## src/rtl/sd4_pkg.sv

```systemverilog
package sd4_pkg;

    typedef enum logic [0:0] {
        ST_EMPTY = 1'b0,
        ST_FULL  = 1'b1
    } sd4_state_e;

    // top digit code layout {sign, two, one}
    typedef struct packed {
        logic sign;
        logic two;
        logic one;
    } sd4_top_t;

endpackage

```

## src/rtl/sd4_digit_slice.sv

```systemverilog
module sd4_digit_slice #(
    parameter bit ALT_FORM = 1'b0
) (
    input  logic       b_lo,
    input  logic       b_hi,
    input  logic       c_in,
    output logic [1:0] dig,
    output logic       c_out
);
    logic c_mid;
    logic s_lo;
    logic s_hi;

    generate
        if (ALT_FORM == 1'b0) begin : g_minus
            // ordinary half adder at the low bit, sign-modified at the high bit
            always_comb begin
                s_lo  = b_lo ^ c_in;
                c_mid = b_lo & c_in;
                s_hi  = b_hi ^ c_mid;
                c_out = b_hi | c_mid;
            end
        end else begin : g_plus
            // sign-modified half adder at the low bit, ordinary at the high bit
            always_comb begin
                s_lo  = b_lo ^ c_in;
                c_mid = b_lo | c_in;
                s_hi  = b_hi ^ c_mid;
                c_out = b_hi & c_mid;
            end
        end
    endgenerate

    assign dig = {s_hi, s_lo};
endmodule

```

## src/rtl/sd4_top_digit.sv

```systemverilog
module sd4_top_digit
    import sd4_pkg::*;
(
    input  logic     b_msb,
    input  logic     b_nxt,
    input  logic     c_in,
    output sd4_top_t code
);
    // value = -2*b_msb + b_nxt + c_in
    always_comb begin
        code = '0;
        unique case ({b_msb, b_nxt, c_in})
            3'b000: code = '{sign: 1'b0, two: 1'b0, one: 1'b0};
            3'b001: code = '{sign: 1'b0, two: 1'b0, one: 1'b1};
            3'b010: code = '{sign: 1'b0, two: 1'b0, one: 1'b1};
            3'b011: code = '{sign: 1'b0, two: 1'b1, one: 1'b0};
            3'b100: code = '{sign: 1'b1, two: 1'b1, one: 1'b0};
            3'b101: code = '{sign: 1'b1, two: 1'b0, one: 1'b1};
            3'b110: code = '{sign: 1'b1, two: 1'b0, one: 1'b1};
            3'b111: code = '{sign: 1'b0, two: 1'b0, one: 1'b0};
            default: code = '0;
        endcase
    end
endmodule

```

## src/rtl/sd4_coef_encoder.sv

```systemverilog
module sd4_coef_encoder
    import sd4_pkg::*;
#(
    parameter int WIDTH    = 8,
    parameter bit ALT_FORM = 1'b0
) (
    input  logic             clk,
    input  logic             rst_n,
    input  logic             in_valid,
    input  logic [WIDTH-1:0] in_coef,
    output logic             out_valid,
    output logic [WIDTH:0]   out_code
);
    localparam int K      = WIDTH / 2;
    localparam int LOW_N  = K - 1;
    localparam int LOW_W  = 2 * LOW_N;

    initial begin
        if (WIDTH < 4 || (WIDTH % 2) != 0)
            $error("sd4_coef_encoder: WIDTH must be even and at least 4");
    end

    logic [K-1:0]     carry;
    logic [LOW_W-1:0] low_code;
    sd4_top_t         top_code;
    logic [WIDTH:0]   next_code;
    sd4_state_e       state_q;
    sd4_state_e       state_d;

    assign carry[0] = 1'b0;

    genvar j;
    generate
        for (j = 0; j < LOW_N; j++) begin : g_dig
            sd4_digit_slice #(.ALT_FORM(ALT_FORM)) u_slice (
                .b_lo  (in_coef[2*j]),
                .b_hi  (in_coef[2*j+1]),
                .c_in  (carry[j]),
                .dig   (low_code[2*j+1:2*j]),
                .c_out (carry[j+1])
            );
        end
    endgenerate

    sd4_top_digit u_top (
        .b_msb (in_coef[WIDTH-1]),
        .b_nxt (in_coef[WIDTH-2]),
        .c_in  (carry[K-1]),
        .code  (top_code)
    );

    assign next_code = {top_code, low_code};

    // next-state logic
    always_comb begin
        state_d = state_q;
        unique case (state_q)
            ST_EMPTY: state_d = in_valid ? ST_FULL : ST_EMPTY;
            ST_FULL:  state_d = in_valid ? ST_FULL : ST_EMPTY;
            default:  state_d = ST_EMPTY;
        endcase
    end

    // state register
    always_ff @(posedge clk or negedge rst_n) begin
        if (!rst_n) state_q <= ST_EMPTY;
        else        state_q <= state_d;
    end

    // result register
    always_ff @(posedge clk or negedge rst_n) begin
        if (!rst_n)        out_code <= '0;
        else if (in_valid) out_code <= next_code;
    end

    // outputs
    always_comb begin
        out_valid = 1'b0;
        unique case (state_q)
            ST_EMPTY: out_valid = 1'b0;
            ST_FULL:  out_valid = 1'b1;
            default:  out_valid = 1'b0;
        endcase
    end
endmodule

```

## config.mk

```make
export PLATFORM = sky130hd
export DESIGN_NAME = sd4_coef_encoder
export DESIGN_NICKNAME = d
export VERILOG_FILES = /design/src/rtl/sd4_pkg.sv /design/src/rtl/sd4_digit_slice.sv /design/src/rtl/sd4_top_digit.sv /design/src/rtl/sd4_coef_encoder.sv
export SDC_FILE = /design/constraint.sdc
export NUM_CORES = 1
export LEC_CHECK = 0
export BUFFER_PORTS_ARGS = -buffer_cell sky130_fd_sc_hd__clkbuf_2
export CORE_AREA = 2 2 39 41
export DETAILED_ROUTE_END_ITERATION = 6
export DIE_AREA = 0 0 41 43
export PLACE_DENSITY_LB_ADDON = 0.25
export SYNTH_ARGS = -nofsm -noshare
export SYNTH_HDL_FRONTEND = slang
export SYNTH_SLANG_ARGS = --single-unit
```

## constraint.sdc

```tcl
create_clock -name clk -period 2.1 [get_ports clk]
set_input_delay 0.63 -clock clk [delete_from_list [all_inputs] [get_ports clk]]
set_output_delay 0.63 -clock clk [all_outputs]
set_load 0.05 [all_outputs]
```

==> impl_summary.log, run 1 <==
INFO  metric n_antenna_cell = 0
INFO  metric synthDominantAreaCellType = sky130_fd_sc_hd__dfrtp_1
INFO  metric crit_top_cell = sky130_fd_sc_hd__ha_1
INFO  metric setup_repair_after_global_routing_missed_its_margin = no
INFO  metric ys_top_cells_by_area = sky130_fd_sc_hd__dfrtp_1, sky130_fd_sc_hd__mux2_4, sky130_fd_sc_hd__ha_1, sky130_fd_sc_hd__inv_1, sky130_fd_sc_hd__buf_6
INFO  metric clock_tree_sinks = 10
INFO  metric max_slew_vio_count = 0
INFO  metric power.density = approximately 830 nW/um^2
INFO  metric ctsResizeCount = 0
INFO  metric preCtsSetupSlack = -0.0341 ns
INFO  metric layout-area-overhead-vs-synth = 27.8%
INFO  metric netlist_cell_types = 11
INFO  metric floorplan.core_area = 1380 um^2
INFO  metric timing.max_cap.violations = 0
INFO  metric final_core_utilization = 46.1%
INFO  metric ys_seq_area_share = 50.1%
INFO  metric skew = 0 ns
INFO  metric timing.final.hold_violations = 0
INFO  metric fillerInstances = roughly 140
INFO  metric synthesis.area_per_instance = between 10 and 15 um^2
INFO  metric ff_latch_area = about 250 um^2
INFO  metric min-delay-path-class = input port to asynchronous set/reset pin
INFO  metric die_height = 43 um
INFO  metric timing.final.setup_violations = 0
INFO  metric ant_nets = 0
INFO  metric pin_slew_with_the_least_headroom_to_its_limit = roughly 0.33 ns
INFO  metric max-slew-margin-rel = around 78%
INFO  metric wl = just under 800 um
INFO  metric post-route-min-period = ~1.8 ns
INFO  metric grt_usage = a little under an eighth
INFO  metric ys.warnings.count = 0
INFO  metric first_global_vias = between 300 and 400
INFO  metric cell_count_after_synthesis = 37
INFO  metric hold_buffers = 0
INFO  metric synth_seq_cells = 10
INFO  metric timing.critical_path.slowest_cell_delay = 0.27 ns
INFO  metric area_of_combinational_cells_with_multiple_inputs = roughly 210 um^2
INFO  metric drive_above_1_share = between 50% and 60%
INFO  metric cp.buffers_inverters = 4
INFO  metric cts_inserted_buffers = 3
INFO  metric h-tree-depth = 1
INFO  metric post_layout_worst_setup_margin = 0.252 ns
INFO  metric critical_path.max_fanout = 2
INFO  metric tritoncts = done
INFO  metric finalWeightedCongestion = roughly 0.6
INFO  metric run_status = finished clean
INFO  metric route.vias.total = between 300 and 400
INFO  metric gr-total-overflow = 0
INFO  metric fin_setup_tns = 0 ns
INFO  metric die-width = roughly 41 um
INFO  metric crit_path_dat = slightly below 2 ns
INFO  metric detail_route.iter0.violations = 1
INFO  metric grt_pass1_wl = between 1000 and 1500 um
INFO  metric critical_path_required = about 2.2 ns
INFO  metric master_cell_of_the_clock_root_buffer = sky130_fd_sc_hd__clkbuf_4
INFO  metric die-area = around 1800 um^2
INFO  metric period_share = between 80 and 90%
INFO  metric element_type_at_the_critical_path_start = input port
INFO  metric timing.critical_path.cells = clkbuf_2 -> ha_1 -> inv_1 -> ha_1 -> inv_1 -> ha_1 -> inv_1 -> ha_1 -> ha_1 -> mux2_4
INFO  metric worst_setup_path_end_kind = flop
INFO  metric path_clk_slew = ~0.060 ns
INFO  metric clockBufferDepth = 2
INFO  metric floorplan.rows = 14
INFO  metric power.leakage = 0.364 nW
INFO  metric antenna_violations_before_repair = 0
INFO  metric crit_family = adder cells
INFO  metric ios = 21
INFO  metric clock_insertion_delay_worst_skew = between 0.2 and 0.3 ns
INFO  metric first_pass_iters = 2
INFO  metric peakVddDrop = approximately 0.47 mV
INFO  metric achievable-frequency = between 0.5 and 0.6 GHz
INFO  metric criticalPathCategory = input port to flop
INFO  metric postcts_setup_bufs = 0
INFO  metric design.final.nets = 79
INFO  metric detail_route.wl_per_cell = about 10 um
INFO  metric initial_utilization = approximately 36%
INFO  metric synth.net_count = between 50 and 60
INFO  metric placement.io_buffers = 20
INFO  metric drc = 0
INFO  metric detail_route.vias_per_cell = 4.43
INFO  metric power = 528 uW
INFO  metric crit_slowest_cell = sky130_fd_sc_hd__ha_1
INFO  metric synth_area = around 500 um^2
INFO  metric grt_start_max_net_pins = 13
INFO  metric netlist.area_leader.share = approximately half
-- layout by cell type (no fill, tap or decap) --
master	count
sky130_fd_sc_hd__buf_4	1
sky130_fd_sc_hd__a21oi_1	1
sky130_fd_sc_hd__inv_1	8
sky130_fd_sc_hd__mux2i_1	1
sky130_fd_sc_hd__dfrtp_1	10
sky130_fd_sc_hd__clkbuf_2	20
sky130_fd_sc_hd__clkbuf_4	3
sky130_fd_sc_hd__nor2_1	1
sky130_fd_sc_hd__mux2_2	1
sky130_fd_sc_hd__o21ai_0	1
sky130_fd_sc_hd__mux2_4	6
sky130_fd_sc_hd__nand3b_1	1
sky130_fd_sc_hd__ha_1	6
-- state kept, by name (all words and copies together) (netlist names) --
signal / cells
out_code: 9
state_q: 1
-- final cells by class --
cell class                      count  area share, %
Timing Repair Buffer               21           16.9
Sequential cell                    10           39.2
Inverter                            8           4.71
Multi-Input combinational cell     18           32.5
Tap cell                           16           3.14
Clock buffer                        3           3.53
-- power by group --
part / internal, mW / total [mW] / leakage (nW) / switching, mW
sequential: 0.217 / 0.229 / 0.118 / 0.0120
clock: 0.0657 / 0.121 / 0.0138 / 0.0557
combinational: 0.0572 / 0.178 / 0.232 / 0.121
total: 0.340 / 0.528 / 0.364 / 0.189
-- metal layers --
metal | track usage [%] | wire length, um
met1 | 13.3 | 333
met2 | 16.9 | 377
met3 | 9.42 | 72
met4 | 2.00 | 0
met5 | 0 | 0
-- per-stage QoR --
stage | hold slack [ns] | instances | area [um^2]
after floorplan | 0.334 | 37 | 499
after global placement | 0.494 | 73 | 616
after detailed placement | 0.500 | 73 | 616
after CTS | 0.226 | 76 | 638
after global routing | 0.225 | 76 | 638
final | 0.226 | 76 | 638
-- final timing paths --
kind / start / to / slack (ns) / depth (start not counted)
max: in_coef[1] / out_code[6] / 0.25 / 10
min: rst_n / out_code[8] / 0.23 / 1
max reg2reg: out_code[0] / out_code[0] / 1.33 / 1
min reg2reg: out_code[3] / out_code[3] / 0.51 / 1
max in group asynchronous: rst_n / state_q / 1.67 / 1
min in group clk: out_code[3] / out_code[3] / 0.51 / 1
-- cell usage after synthesis --
cell / number
sky130_fd_sc_hd__dfrtp_1: 10
sky130_fd_sc_hd__inv_1: 8
sky130_fd_sc_hd__ha_1: 6
sky130_fd_sc_hd__mux2_4: 6
sky130_fd_sc_hd__a21oi_1: 1
sky130_fd_sc_hd__buf_6: 1
sky130_fd_sc_hd__mux2_2: 1
sky130_fd_sc_hd__mux2i_1: 1
sky130_fd_sc_hd__nand3b_1: 1
sky130_fd_sc_hd__nor2_1: 1
sky130_fd_sc_hd__o21ai_0: 1
-- logic make-up (layout without fill, tap and decap cells) --
| kind of cell | after synthesis | after routing | synth area share (%) |
|---|---|---|---|
| adder cells (fa/ha/maj) | 6 | 6 | 15.0 |
| buffers and inverters | 9 | 32 | 8.27 |
| multiplexers | 8 | 8 | 22.3 |
| flip-flops | 10 | 10 | 50.1 |
| AO/OA/AOI/OAI | 2 | 2 | 2.00 |
| AND/OR/NAND/NOR | 2 | 2 | 2.26 |
Power figures use the tool's default switching activity.
==> inputs of run 2 (changes only) <==
BUFFER_PORTS_ARGS = unset   (was -buffer_cell sky130_fd_sc_hd__clkbuf_2)
DONT_BUFFER_PORTS = 1   (was unset)
==> run 2 against run 1 <==
Effect of this change:
- critical path depth shrank 1
- highest routed layer is now met4
- flip-flop and latch count unchanged
- largest power group unchanged
- clock power about the same
- final cell count fell by 28%
- worst hold slack worse by 0.16 ns
- setup slack gained 0.072 ns
- global-route usage increased by 0.22 points
==> impl_summary.log, run 2 (synthesis gave the netlist of run 1 again) <==
INFO  metric run_status = finished clean
INFO  metric achievable-frequency = ~0.56 GHz
INFO  metric worst_setup_path_end_kind = flop
INFO  metric final_core_utilization = approximately two fifths
INFO  metric drive_above_1_share = 25.6%
INFO  metric power.net_switching = 178 uW
INFO  metric skew = 0 ns
INFO  metric pwr-share-seq = 65.0%
INFO  metric postcts_setup_bufs = 0
INFO  metric element_type_at_the_critical_path_start = input port
INFO  metric met2_length = roughly 460 um
INFO  metric wl_met3 = 69 um
INFO  metric pin_slew_with_the_least_headroom_to_its_limit = between 0.5 and 0.6 ns
INFO  metric share_comb_of_total_power = 10.0%
INFO  metric ant_nets = 0
INFO  metric cts_inserted_buffers = 3
INFO  metric grt_usage = a little under an eighth
INFO  metric initial_utilization = a little over a third
INFO  metric timing_endpoint_of_the_critical_path = out_code[6]
INFO  metric ctsResizeCount = 0
INFO  metric layout_common_cells = sky130_fd_sc_hd__dfrtp_1, sky130_fd_sc_hd__inv_1, sky130_fd_sc_hd__mux2_4, sky130_fd_sc_hd__ha_1, sky130_fd_sc_hd__clkbuf_4
INFO  metric path_clk_slew = roughly 0.060 ns
INFO  metric criticalPathCategory = input port to flop
INFO  metric antenna_violations_before_repair = 0
INFO  metric critical_path.max_fanout = 2
INFO  metric crit_path_dat = ~1.9 ns
INFO  metric max_slew_vio_count = 0
INFO  metric power.density = 930 nW/um^2
INFO  metric floorplan.rows = 14
INFO  metric tritoncts = done
INFO  metric regToRegEndpoint = out_code[6]
INFO  metric detailed_place_hpwl = 693 um
INFO  metric first_global_vias = approximately 300
INFO  metric detail_route.wl_per_cell = 16.0 um
INFO  metric die-width = 41 um
INFO  metric h-tree-depth = 1
INFO  metric worst_r2r_path_depth = 1
INFO  metric timing.final.hold_violations = 0
INFO  metric internal_power_component = around 320 uW
INFO  metric mostFrequentLayoutCell = sky130_fd_sc_hd__dfrtp_1
INFO  metric routed_length_on_met1 = roughly 340 um
INFO  metric clockBufferDepth = 2
INFO  metric clock_power_share = ~25%
INFO  metric setup_repair_after_global_routing_missed_its_margin = no
INFO  metric maxUsedRoutingLayer = met4
INFO  metric detail_route.iter0.violations = 5
INFO  metric timing.max_cap.violations = 0
INFO  metric grt_start_max_net_pins = 13
INFO  metric placement.io_buffers = 0
INFO  metric finalWeightedCongestion = slightly below 0.6
INFO  metric fillerInstances = between 100 and 150
INFO  metric master_cell_of_the_clock_root_buffer = sky130_fd_sc_hd__clkbuf_4
INFO  metric route.vias.total = approximately 270
INFO  metric floorplan.core_area = between 1000 and 1500 um^2
INFO  metric detail_route.vias_per_cell = ~5
INFO  metric startpoint = in_coef[1]
INFO  metric critical_path_required = 2.24 ns
INFO  metric largest_registers = out_code: 9 flops, state_q: 1 flops
INFO  metric critical_path.reg2reg.startpoint = out_code[6]
INFO  metric post-route-min-period = 1.78 ns
INFO  metric hold_buffers = 0
INFO  metric timing.final.setup_violations = 0
INFO  metric clock_insertion_delay_worst_skew = 0.25 ns
INFO  metric wl = 881 um
INFO  metric die-area = 1760 um^2
INFO  metric drc = 0
INFO  metric die_height = around 43 um
INFO  metric first_pass_iters = 2
INFO  metric fin_setup_tns = 0 ns
INFO  metric power.leakage = roughly 0.28 nW
INFO  metric max-slew-margin-rel = about 66%
INFO  metric ios = 21
INFO  metric layout-area-overhead-vs-synth = 6.27%
INFO  metric grt_pass1_wl = roughly 1300 um
INFO  metric n_antenna_cell = 0
INFO  metric gr-total-overflow = 0
INFO  metric min-delay-path-class = input port to asynchronous set/reset pin
INFO  metric setup.reg_to_reg.worst_slack = approximately 1.1 ns
INFO  metric peakVddDrop = around 0.33 mV
INFO  metric period_share = a little over four fifths
INFO  metric switching_share = approximately 36%
INFO  metric design.final.nets = between 50 and 60
INFO  metric register_with_the_most_flip_flops = out_code
INFO  metric number_of_flip_flops_under_the_largest_register_name = 9
INFO  metric clock_tree_sinks = 10
[run 2: metrics by stage]
step	hold WS (ns)	cell area (um^2)	setup slack (ns)	cells	power [mW]
floorplan	0.334	499	0.147	37	0.366
global placement	0.335	508	0.0775	52	0.369
detailed placement	0.335	508	0.0470	52	0.375
CTS	0.0506	531	0.317	55	0.504
global route	0.0379	531	0.244	55	0.522
finish	0.0650	531	0.324	55	0.493
[run 2: cell type report]
class                           instances  area, um^2  area share, %
Tap cell                               16        20.0           3.77
Clock buffer                            3        22.5           4.25
Sequential cell                        10         250           47.2
Inverter                                8        30.0           5.66
Multi-Input combinational cell         18         208           39.2
[run 2: how the worst min path moves through the flow]
| stage | startpoint | end | slack (ns) | cells after the start |
|---|---|---|---|---|
| final | rst_n | out_code[7] | 0.06 | 0 |
| after global routing | rst_n | out_code[0] | 0.04 | 0 |
| after CTS | rst_n | out_code[7] | 0.05 | 0 |
| after detailed placement | rst_n | out_code[0] | 0.33 | 0 |
| after global placement | rst_n | out_code[0] | 0.33 | 0 |
| after floorplan | rst_n | out_code[0] | 0.33 | 0 |
[run 2: critical path, stage by stage]
cell and delay [ns]:
sky130_fd_sc_hd__ha_1 0.13, sky130_fd_sc_hd__inv_1 0.04, sky130_fd_sc_hd__ha_1 0.17, sky130_fd_sc_hd__inv_1 0.05, sky130_fd_sc_hd__ha_1 0.14, sky130_fd_sc_hd__inv_1 0.04
sky130_fd_sc_hd__ha_1 0.18, sky130_fd_sc_hd__ha_1 0.27, sky130_fd_sc_hd__mux2_4 0.26
[run 2: layer usage]
metal	up-vias	GRT usage, %
met4	0	8.00
met2	13	16.9
li1	124	-
met5	-	0
met1	130	13.7
met3	2	5.24
[run 2: power by group through the flow]
stage	Sequential (mW)	Clock, mW	Combinational [mW]
floorplan	0.318	0	0.0485
global placement	0.323	0	0.0468
detailed placement	0.324	0	0.0507
CTS	0.321	0.132	0.0505
global route	0.323	0.145	0.0549
finish	0.321	0.124	0.0494
